`config.mk`:
```
export PLATFORM = sky130hd
export DESIGN_NAME = tsi_sched
export DESIGN_NICKNAME = d
export VERILOG_FILES = /design/src/rtl/tsi_pkg.sv /design/src/rtl/tsi_slot_map.sv /design/src/rtl/tsi_free_finder.sv /design/src/rtl/tsi_delay_split.sv /design/src/rtl/tsi_sched.sv
export SDC_FILE = /design/constraint.sdc
export NUM_CORES = 1
export LEC_CHECK = 0
export BUFFER_PORTS_ARGS = -buffer_cell sky130_fd_sc_hd__buf_2
export CAP_MARGIN = 15
export CORE_ASPECT_RATIO = 1.1
export CORE_MARGIN = 1
export CORE_UTILIZATION = 35
export DETAILED_ROUTE_END_ITERATION = 12
export PLACE_DENSITY_LB_ADDON = 0.15
export REMOVE_ABC_BUFFERS = 1
export SYNTH_ARGS = -nofsm -noshare
export SYNTH_HDL_FRONTEND = slang
export SYNTH_HIERARCHICAL = 1
export SYNTH_SLANG_ARGS = --single-unit
export TNS_END_PERCENT = 5
```
`constraint.sdc`:
```
create_clock -name clk -period 8.4 [get_ports clk]
set_clock_uncertainty 0.15 [all_clocks]
set_input_delay 0 -clock clk [delete_from_list [all_inputs] [get_ports clk]]
set_output_delay 0 -clock clk [all_outputs]
set_load 0.01 [all_outputs]
```
`src/rtl/tsi_pkg.sv`:
```
package tsi_pkg;
    localparam int SLOTS_N    = 16;
    localparam int SHORT_BASE = 4;
    localparam int LONG_CNT   = 4;
    localparam int NUM_CMD    = 3;
    localparam int CMD_LONG   = 0;
    localparam int CMD_SHORT  = 1;
    localparam int CMD_EXIT   = 2;
endpackage

```
`src/rtl/tsi_slot_map.sv`:
```
module tsi_slot_map #(
    parameter int N  = tsi_pkg::SLOTS_N,
    localparam int SW = $clog2(N)
) (
    input  logic          clk,
    input  logic          rst_n,
    input  logic          tick,
    input  logic          mark_en,
    input  logic [SW-1:0] mark_idx,
    output logic [N-1:0]  busy,
    output logic [SW-1:0] cur
);
    typedef struct packed {
        logic [N-1:0]  busy;
        logic [SW-1:0] cur;
    } map_t;

    map_t s_d, s_q;
    logic [N-1:0] b;

    always_comb begin
        s_d = s_q;
        b   = s_q.busy;
        if (mark_en) b[mark_idx] = 1'b1;
        if (tick) begin
            b       = {1'b0, b[N-1:1]};
            s_d.cur = s_q.cur + 1'b1;
        end
        s_d.busy = b;
    end

    always_ff @(posedge clk) begin
        if (!rst_n) s_q <= '0;
        else        s_q <= s_d;
    end

    assign busy = s_q.busy;
    assign cur  = s_q.cur;

    // a fresh mark without a tick adds exactly one occupied slot
    a_r3_mark_sets_bit: assert property (@(posedge clk) disable iff (!rst_n)
        (mark_en && !tick && !busy[mark_idx]) |=> ($countones(busy) == $past($countones(busy)) + 1));

    // a tick with no mark never increases occupancy
    a_r9_tick_frees: assert property (@(posedge clk) disable iff (!rst_n)
        (tick && !mark_en) |=> ($countones(busy) <= $past($countones(busy))));
endmodule

```
`src/rtl/tsi_free_finder.sv`:
```
module tsi_free_finder #(
    parameter int N  = tsi_pkg::SLOTS_N,
    localparam int SW = $clog2(N)
) (
    input  logic [N-1:0]  busy,
    input  logic [SW-1:0] rel,
    output logic          found,
    output logic [SW-1:0] delay
);
    logic [SW-1:0] idx;

    always_comb begin
        found = 1'b0;
        delay = '0;
        idx   = '0;
        for (int t = N - 1; t >= 0; t--) begin
            idx = rel + SW'(t);
            if (!busy[idx]) begin
                found = 1'b1;
                delay = SW'(t);
            end
        end
    end
endmodule

```
`src/rtl/tsi_delay_split.sv`:
```
module tsi_delay_split #(
    parameter int N   = tsi_pkg::SLOTS_N,
    parameter int A   = tsi_pkg::SHORT_BASE,
    parameter int B   = tsi_pkg::LONG_CNT,
    localparam int SW  = $clog2(N),
    localparam int K1W = $clog2(A),
    localparam int K2W = $clog2(B),
    localparam int PW  = $clog2(A + B - 1),
    localparam int NC  = tsi_pkg::NUM_CMD
) (
    input  logic [SW-1:0]    delay,
    output logic [K2W-1:0]   k2,
    output logic [K1W-1:0]   k1,
    output logic [NC-1:0]    vld,
    output logic [NC*SW-1:0] off,
    output logic [NC*PW-1:0] src,
    output logic [NC*PW-1:0] dst
);
    localparam logic [SW-1:0] A_W = SW'(A);
    localparam logic [PW-1:0] LBASE = PW'(A - 1);

    logic [SW-1:0] quo, rem;
    logic [PW-1:0] lport, sport;

    always_comb begin
        quo   = delay / A_W;
        rem   = delay % A_W;
        k2    = quo[K2W-1:0];
        k1    = rem[K1W-1:0];
        lport = LBASE + PW'(k2);
        sport = PW'(k1);
        vld   = '0;
        off   = '0;
        src   = '0;
        dst   = '0;
        if (k2 != '0) begin
            vld[tsi_pkg::CMD_LONG] = 1'b1;
            dst[tsi_pkg::CMD_LONG*PW +: PW] = lport;
        end
        if (k1 != '0) begin
            vld[tsi_pkg::CMD_SHORT] = 1'b1;
            off[tsi_pkg::CMD_SHORT*SW +: SW] = delay - SW'(k1);
            src[tsi_pkg::CMD_SHORT*PW +: PW] = (k2 != '0) ? lport : '0;
            dst[tsi_pkg::CMD_SHORT*PW +: PW] = sport;
        end
        vld[tsi_pkg::CMD_EXIT] = 1'b1;
        off[tsi_pkg::CMD_EXIT*SW +: SW] = delay;
        if (k1 != '0)      src[tsi_pkg::CMD_EXIT*PW +: PW] = sport;
        else if (k2 != '0) src[tsi_pkg::CMD_EXIT*PW +: PW] = lport;
    end
endmodule

```
`src/rtl/tsi_sched.sv`:
```
module tsi_sched #(
    parameter int N   = tsi_pkg::SLOTS_N,
    parameter int A   = tsi_pkg::SHORT_BASE,
    parameter int B   = tsi_pkg::LONG_CNT,
    localparam int SW  = $clog2(N),
    localparam int K1W = $clog2(A),
    localparam int K2W = $clog2(B),
    localparam int PW  = $clog2(A + B - 1),
    localparam int NC  = tsi_pkg::NUM_CMD
) (
    input  logic             clk,
    input  logic             rst_n,
    input  logic             slot_tick,
    input  logic             req_valid,
    input  logic [SW-1:0]    req_slot,
    output logic             grant_valid,
    output logic             discard,
    output logic [SW-1:0]    grant_slot,
    output logic [SW-1:0]    grant_delay,
    output logic [K2W-1:0]   long_sel,
    output logic [K1W-1:0]   short_sel,
    output logic [NC-1:0]    cmd_vld,
    output logic [NC*SW-1:0] cmd_off,
    output logic [NC*PW-1:0] cmd_src,
    output logic [NC*PW-1:0] cmd_dst
);
    typedef struct packed {
        logic             grant;
        logic             drop;
        logic [SW-1:0]    slot;
        logic [SW-1:0]    delay;
        logic [K2W-1:0]   k2;
        logic [K1W-1:0]   k1;
        logic [NC-1:0]    vld;
        logic [NC*SW-1:0] off;
        logic [NC*PW-1:0] src;
        logic [NC*PW-1:0] dst;
    } out_t;

    out_t o_d, o_q;

    logic [N-1:0]     busy;
    logic [SW-1:0]    cur, rel, delay;
    logic             found;
    logic [K2W-1:0]   k2;
    logic [K1W-1:0]   k1;
    logic [NC-1:0]    vld;
    logic [NC*SW-1:0] off;
    logic [NC*PW-1:0] src, dst;
    logic             mark_en;

    assign rel     = req_slot - cur;
    assign mark_en = req_valid && found;

    tsi_slot_map #(.N(N)) u_map (
        .clk(clk), .rst_n(rst_n), .tick(slot_tick),
        .mark_en(mark_en), .mark_idx(rel + delay),
        .busy(busy), .cur(cur)
    );

    tsi_free_finder #(.N(N)) u_find (
        .busy(busy), .rel(rel), .found(found), .delay(delay)
    );

    tsi_delay_split #(.N(N), .A(A), .B(B)) u_split (
        .delay(delay), .k2(k2), .k1(k1),
        .vld(vld), .off(off), .src(src), .dst(dst)
    );

    always_comb begin
        o_d = '0;
        if (req_valid) begin
            if (found) begin
                o_d.grant = 1'b1;
                o_d.slot  = req_slot + delay;
                o_d.delay = delay;
                o_d.k2    = k2;
                o_d.k1    = k1;
                o_d.vld   = vld;
                o_d.off   = off;
                o_d.src   = src;
                o_d.dst   = dst;
            end else begin
                o_d.drop = 1'b1;
            end
        end
    end

    always_ff @(posedge clk) begin
        if (!rst_n) o_q <= '0;
        else        o_q <= o_d;
    end

    assign grant_valid = o_q.grant;
    assign discard     = o_q.drop;
    assign grant_slot  = o_q.slot;
    assign grant_delay = o_q.delay;
    assign long_sel    = o_q.k2;
    assign short_sel   = o_q.k1;
    assign cmd_vld     = o_q.vld;
    assign cmd_off     = o_q.off;
    assign cmd_src     = o_q.src;
    assign cmd_dst     = o_q.dst;

    // a response only follows a request, and grant and discard are exclusive
    a_r2_follows_req: assert property (@(posedge clk) disable iff (!rst_n)
        (grant_valid || discard) |-> $past(req_valid));
    a_r2_exclusive: assert property (@(posedge clk) disable iff (!rst_n)
        !(grant_valid && discard));
    // a full map answers with discard
    a_r4_full_drops: assert property (@(posedge clk) disable iff (!rst_n)
        (req_valid && (&busy)) |=> discard);
    // the two digits rebuild the delay
    a_r5_digits: assert property (@(posedge clk) disable iff (!rst_n)
        grant_valid |-> (int'(long_sel) * A + int'(short_sel) == int'(grant_delay)));
    // exit command is always present, timed at the total delay
    a_r8_exit: assert property (@(posedge clk) disable iff (!rst_n)
        grant_valid |-> (cmd_vld[NC-1] && cmd_off[(NC-1)*SW +: SW] == grant_delay
                         && cmd_dst[(NC-1)*PW +: PW] == '0));
    // long entry valid exactly when a long hop is used
    a_r6_long_cmd: assert property (@(posedge clk) disable iff (!rst_n)
        grant_valid |-> (cmd_vld[0] == (long_sel != '0)));
endmodule

```
Word level (Yosys, flattened, before mapping)
Cells that the tools add are included.
Widths: inputs -> output; s select.
{"block": "word_totals", "elab_cells": 152, "reg_bits": 63}
{"block": "op_classes", "addsub": 21, "reduce_logical": 10, "order_cmp": 18, "bitwise": 4, "n_mux": 78}
{"cell": "$lt 4x5->1 const B", "count": 17}
{"cell": "$mux 4", "count": 17}
{"cell": "$bmux 1 s4", "count": 16}
{"cell": "$mux 1", "count": 37}
{"cell": "$mux 33", "count": 1}
{"cell": "$add 4x4->4 const B", "count": 8}
{"cell": "$add 4x3->4 const B", "count": 4}
{"cell": "$mux 16", "count": 1}
{"cell": "$or 16x16->16", "count": 1}
{"cell": "$mux 15", "count": 1}
{"cell": "$mux 3", "count": 3}
{"cell": "$add 4x1->4 const B", "count": 2}
{"cell": "$add 4x2->4 const B", "count": 2}
{"cell": "$add 4x4->4", "count": 2}
{"cell": "$reduce_bool 2->1", "count": 3}
{"cell": "$demux 1 s4", "count": 1}
{"cell": "$ge 4x1->1 const B", "count": 1}
{"cell": "$reduce_and 4->1", "count": 1}
{"cell": "$reduce_or 4->1", "count": 1}
{"cell": "$sub 4x2->4", "count": 1}
{"cell": "$sub 4x4->4", "count": 1}
{"cell": "$add 2x2->3 const A", "count": 1}
{"cell": "$not 1->1", "count": 3}
{"cell": "$reduce_and 3->1", "count": 1}
{"cell": "4 further kinds", "count": 5}

Logic depth before layout (Yosys ltp)
{"block": "depth", "word_depth": 28, "mapped_depth": 23}

Hierarchy
The synthesis kept the hierarchy.
{"module": "tsi_sched", "seq_area_each_um2": 940.9, "area_each_um2": 1585.3, "n_inst": 1, "cells_per_inst": 138}
{"module": "tsi_free_finder", "seq_area_each_um2": 0.0, "area_each_um2": 1370.1, "n_inst": 1, "cells_per_inst": 115}
{"module": "tsi_slot_map", "seq_area_each_um2": 400.4, "area_each_um2": 885.8, "n_inst": 1, "cells_per_inst": 94}
{"module": "tsi_delay_split", "seq_area_each_um2": 0.0, "area_each_um2": 279.0, "n_inst": 1, "cells_per_inst": 43}

Worst setup path after synthesis
OpenSTA, ideal clock, no wires.
{"block": "synth_timing", "path_type": "reg-to-reg", "start": "register u_map.s_q (netlist bit u_map/cur[0])", "end": "register u_map.s_q (netlist bit u_map/busy[12])", "setup_slack_ns": 2.492, "t_required_ns": 8.128, "t_arrival_ns": 5.636, "stages_incl_launch_ff": 23, "path_cell_list": "dfxtp_1 ha_1 inv_1 fa_1 buf_6 inv_1 ha_1 buf_6 mux4_1 inv_1 mux4_2 or2_0 or3_1 o21ai_1 ha_1 a21o_1 a21oi_1 xor2_1 xnor2_1 and3b_1 buf_6 a311o_1 o311a_1"}
{"block": "synth_via", "elab_chain_len": 28, "word_cells_on_any_way": 90, "cone_classes": "add/sub (17); order compare (2); mux (68); bitwise (1); reduce/logical (2)"}
{"item": "start: declaration", "line_no": "tsi_slot_map.sv:18", "rtl": "map_t s_d, s_q;"}
{"item": "start signal: assignment", "line_no": "tsi_slot_map.sv:33", "rtl": "if (!rst_n) s_q <= '0;"}
{"item": "start signal: assignment", "line_no": "tsi_slot_map.sv:34", "rtl": "else s_q <= s_d;"}
{"item": "$sub 4x4->4 *", "line_no": "tsi_sched.sv:52", "rtl": "assign rel = req_slot - cur;"}
{"item": "net rel[1]", "line_no": "tsi_sched.sv:43", "rtl": "logic [SW-1:0] cur, rel, delay;"}
{"item": "$add 4x4->4", "line_no": "tsi_free_finder.sv:17", "rtl": "idx = rel + SW'(t);"}
{"item": "$bmux 1 s4", "line_no": "tsi_free_finder.sv:18", "rtl": "if (!busy[idx]) begin"}
{"item": "$mux 1 (not written as such)", "line_no": "tsi_free_finder.sv:18"}
{"item": "$mux 4 (15 in a row)", "line_no": "tsi_free_finder.sv:18"}
{"item": "$mux 4 *", "line_no": "tsi_free_finder.sv:18"}
{"item": "net delay[1]", "line_no": "tsi_sched.sv:43"}
{"item": "$add 4x4->4 *", "line_no": "tsi_sched.sv:57", "rtl": ".mark_en(mark_en), .mark_idx(rel + delay),"}
{"item": "$lt 4x5->1 (not written as such) or $ge 4x1->1 (tied branches)", "line_no": "tsi_slot_map.sv:24", "rtl": "if (mark_en) b[mark_idx] = 1'b1;"}
{"item": "$logic_and 1x1->1 (not written as such)", "line_no": "tsi_slot_map.sv:24"}
{"item": "$mux 1 (not written as such)", "line_no": "tsi_slot_map.sv:24"}
{"item": "$demux 1 s4 *"}
{"item": "$or 16x16->16 (no source line) *"}
{"item": "$mux 16 *", "line_no": "tsi_slot_map.sv:24"}
{"item": "$mux 15 *", "line_no": "tsi_slot_map.sv:25", "rtl": "if (tick) begin"}
The timed path passes the listed nets; every way through them passes the cells marked *. The select of a mux whose other input is x is not followed.
A chain may end at the register's enable or synchronous reset.

Final worst setup path
{"block": "layout_timing", "start": "register u_map.s_q (netlist bit u_map/cur[0])", "end": "register u_map.s_q (netlist bit u_map/busy[11])"}
Same word-level chain as after synthesis.

==> out/summary.md <==
• finished clean — run status
• 8670 um — total wire length
• 0.376 mW — switching power total
• met4 — topmost layer with routed signal wires
• sky130_fd_sc_hd__dfxtp_1 — leading cell type in the layout, fill and taps excluded
• 2.07 nW — Static Leakage
• 163 MHz — Max Clock Freq
• 0 — setup violation total in the final timing report
• u_map/cur[0] — beginning of the worst register-to-register path
• 6.21 ns — arrival time worst endpoint
• 0 — max-cap violation count
• sky130_fd_sc_hd__clkbuf_16 — clock root buffer
• 105 um — chip width
• 390 — cell count after synthesis
• flop — Worst setup EP type
• 4 — First-pass DRT Iterations
• 1340 um2 — area taken by flip-flops and latches
• 54 — port buffer count
• 1.12 mW — Total Power
• 8.47 ns — Crit path required time
• 2.27 ns — flop2flop setup slack
• 0.374 — max-slew headroom at the worst pin
• built — TritonCTS clock tree
• 2380 um2 — multi-input gate area in the final layout
• 41 — placement row count
• 6 — synthesis warning total
• 0 ns — Sum Neg Setup Slack
• 0.338 — power share of the combinational group
• 0 — fraction of synthesis flops using an asynchronous set or reset pin
• 4010 um — DRT met1 WL
• rst_n — Min-Delay Startpoint
• 6520 um — placed wire-length estimate after detailed placement
• 2782 — via count of the first global-routing pass
• 0 — final hold vios
• 393 um — WL met3
• 0.115 mV — largest voltage drop on the vdd net
• 4120 um2 — summed instance area of the synthesized netlist
• 14200 um — global-route wire length before repair
• 3 — H-tree levels
• 1165 — fill count
• 0.315 — relative contribution of sequential cells to total power
• sky130_fd_sc_hd__dfxtp_1, sky130_fd_sc_hd__buf_2, sky130_fd_sc_hd__and2_1, sky130_fd_sc_hd__mux4_2, sky130_fd_sc_hd__inv_1 — highest-count cells in the layout ignoring fill and taps
• 0.359 — initial cell density of the core
• 0 — count of unresolved DRC violations after routing
• 0 — Post-synth EDFFs
• 58 — post-synthesis cell type count
• 0.826 — weighted congestion at the end of routability-driven global placement
• 14.5% — layout overhead on the synthesized area
• 14.7 um — routed length per instance
• 107 — initial DRC count
• 0.939 ns — Least-Margin Pin Slew
• 116 um — die extent in y
• 18 — CP Max Fanout
• 0.740 mW — design internal power
• 0.326 — fraction of the yosys area taken by sequential cells
• primary input to flop — hold crit path type
• 0 — Final Max Tran Viols
• 11500 um2 — Std-Cell Core Area
• 0.33 ns — clock insertion delay at the later pin of the skew report
• flop to flop — CP Class
• flop — kind of start point of the critical path
• 0 — antenna diode count
• 4330 um2 — cell area after placement
• 236 nW/um2 — Power Dens Cells
• 6.13 ns — shortest clock period the worst path allows after layout
• 67 — flip-flop and latch count after synthesis
• 0.337 — Net Sw Frac
• 2.28 ns — worst slack at placement
• 55 — I/O pin cnt
• false — unrepaired setup endpoints after global routing
• 2919 — total number of vias
• 0.06 ns — clock-pin slew on the worst setup and hold paths
• 0 — antenna viol nets, final
• 4120 um — routed wire length on met2
• 0 — GRT overflow
• 0.348 — proportion of power drawn by the clock network
• 0 — antenna violations before repair
• u_map/cur[0] — beginning of the critical path
• 2.27 ns — setup ws final
• 4.94 — Via density
• 0.379 ns — final-layout worst hold slack
• 9 — cts bufs inserted
• 464 — Final Net Count
• 44 — pin count of the biggest net entering global routing
• 0.730 — final period utilization
• 4720 um2 — total non-filler cell area in the finished layout
• 0.151 — total routing resource utilization after global routing
• 2 — number of buffers on the longest clock path
• 0.265 — fraction of layout instances using a drive strength above 1
• sky130_fd_sc_hd__dfxtp_1 — most frequently used flop master after synthesis
• 67 — clock sink count
• 12200 um2 — Die Footprint
• 10.6 um2 — mean area per synthesized cell
-- per-layer routing --
layer,track usage,vias to the layer above
li1,-,1428
met3,0.0382,18
met5,0,-
met4,0.0601,0
met1,0.185,1383
met2,0.256,90
-- through the flow --
| stage | util | instances |
|---|---|---|
| floorplan | - | 356 |
| global placement | 0.377 | 567 |
| detailed placement | 0.377 | 567 |
| CTS | 0.411 | 591 |
| global route | 0.411 | 591 |
| finish | 0.411 | 591 |
-- cell families after synthesis --
group	synth area share
AO/OA/AOI/OAI	0.100
XOR/XNOR	0.0443
adder cells (fa/ha/maj)	0.0662
buffers and inverters	0.109
flip-flops	0.326
multiplexers	0.210
other	0.00182
AND/OR/NAND/NOR	0.143
-- power groups by stage --
stage | Clock (mW) | Combinational [mW] | Sequential [mW]
after floorplan | 0 | 0.279 | 0.358
after global placement | 0 | 0.369 | 0.358
after detailed placement | 0 | 0.373 | 0.358
after CTS | 0.398 | 0.377 | 0.351
after global routing | 0.415 | 0.414 | 0.354
final | 0.388 | 0.377 | 0.351
-- area by class of cell --
type                       instances  area share
clock inverter                     7      0.0178
sequential                        67       0.284
tap                              150      0.0398
inverter                          27      0.0215
clock buffer                       9      0.0477
multi-input combinational        262       0.504
timing repair buffer              69      0.0854
-- critical path, stage by stage, from the launching register on --
cell                       delay (ns)
sky130_fd_sc_hd__dfxtp_1         0.39
sky130_fd_sc_hd__ha_1            0.19
sky130_fd_sc_hd__inv_1           0.05
sky130_fd_sc_hd__fa_1            0.47
sky130_fd_sc_hd__buf_4           0.25
sky130_fd_sc_hd__inv_1           0.14
sky130_fd_sc_hd__ha_1            0.54
sky130_fd_sc_hd__mux4_1          0.67
sky130_fd_sc_hd__mux4_2          0.51
sky130_fd_sc_hd__a211oi_1        0.23
sky130_fd_sc_hd__a21oi_1         0.10
sky130_fd_sc_hd__nor2_1          0.09
sky130_fd_sc_hd__buf_4           0.22
sky130_fd_sc_hd__ha_1            0.19
sky130_fd_sc_hd__inv_1           0.06
sky130_fd_sc_hd__fa_1            0.37
sky130_fd_sc_hd__xnor2_1         0.65
sky130_fd_sc_hd__nor2b_1         0.30
sky130_fd_sc_hd__a211o_1         0.33
sky130_fd_sc_hd__o311a_1         0.11
-- Yosys cell counts, types with 6 or more instances --
master	n	area share
sky130_fd_sc_hd__xor2_1	7	0.015
sky130_fd_sc_hd__buf_2	6	0.0073
sky130_fd_sc_hd__xnor2_1	12	0.026
sky130_fd_sc_hd__and2_1	46	0.070
sky130_fd_sc_hd__a211oi_1	17	0.031
sky130_fd_sc_hd__mux4_2	27	0.15
sky130_fd_sc_hd__buf_6	7	0.019
sky130_fd_sc_hd__dfxtp_1	67	0.33
sky130_fd_sc_hd__ha_1	17	0.052
sky130_fd_sc_hd__mux2i_1	13	0.032
sky130_fd_sc_hd__inv_1	26	0.024
sky130_fd_sc_hd__nor2_1	19	0.017
sky130_fd_sc_hd__a21oi_1	11	0.013
sky130_fd_sc_hd__nand2_1	15	0.014
sky130_fd_sc_hd__buf_4	25	0.046
-- path summary, 6_finish.rpt --
kind                         end  depth (start not counted)
setup / recovery  u_map/busy[11]                         19
hold / removal    u_map/busy[11]                          3
setup reg to reg  u_map/busy[11]                         19
hold reg to reg     u_map/cur[3]                          2
-- sequential cells by signal, summed over array words and instances, names as in the netlist --
| name | flops |
|---|---|
| discard | 1 |
| cmd_dst | 9 |
| u_map/cur | 4 |
| grant_valid | 1 |
| cmd_src | 9 |
| u_map/busy | 16 |
| cmd_vld | 3 |
| long_sel | 2 |
| cmd_off | 12 |
| grant_slot | 4 |
| short_sel | 2 |
| grant_delay | 4 |
-- what timing repair did --
| item | in CTS | in global routing |
|---|---|---|
| buffers inserted | 0 | 0 |
| resized for setup | 0 | 0 |
| hold buffers | 8 | 0 |
| hold endpoints to repair | 10 | 0 |
Note: power is estimated with default switching activity, not from simulation.
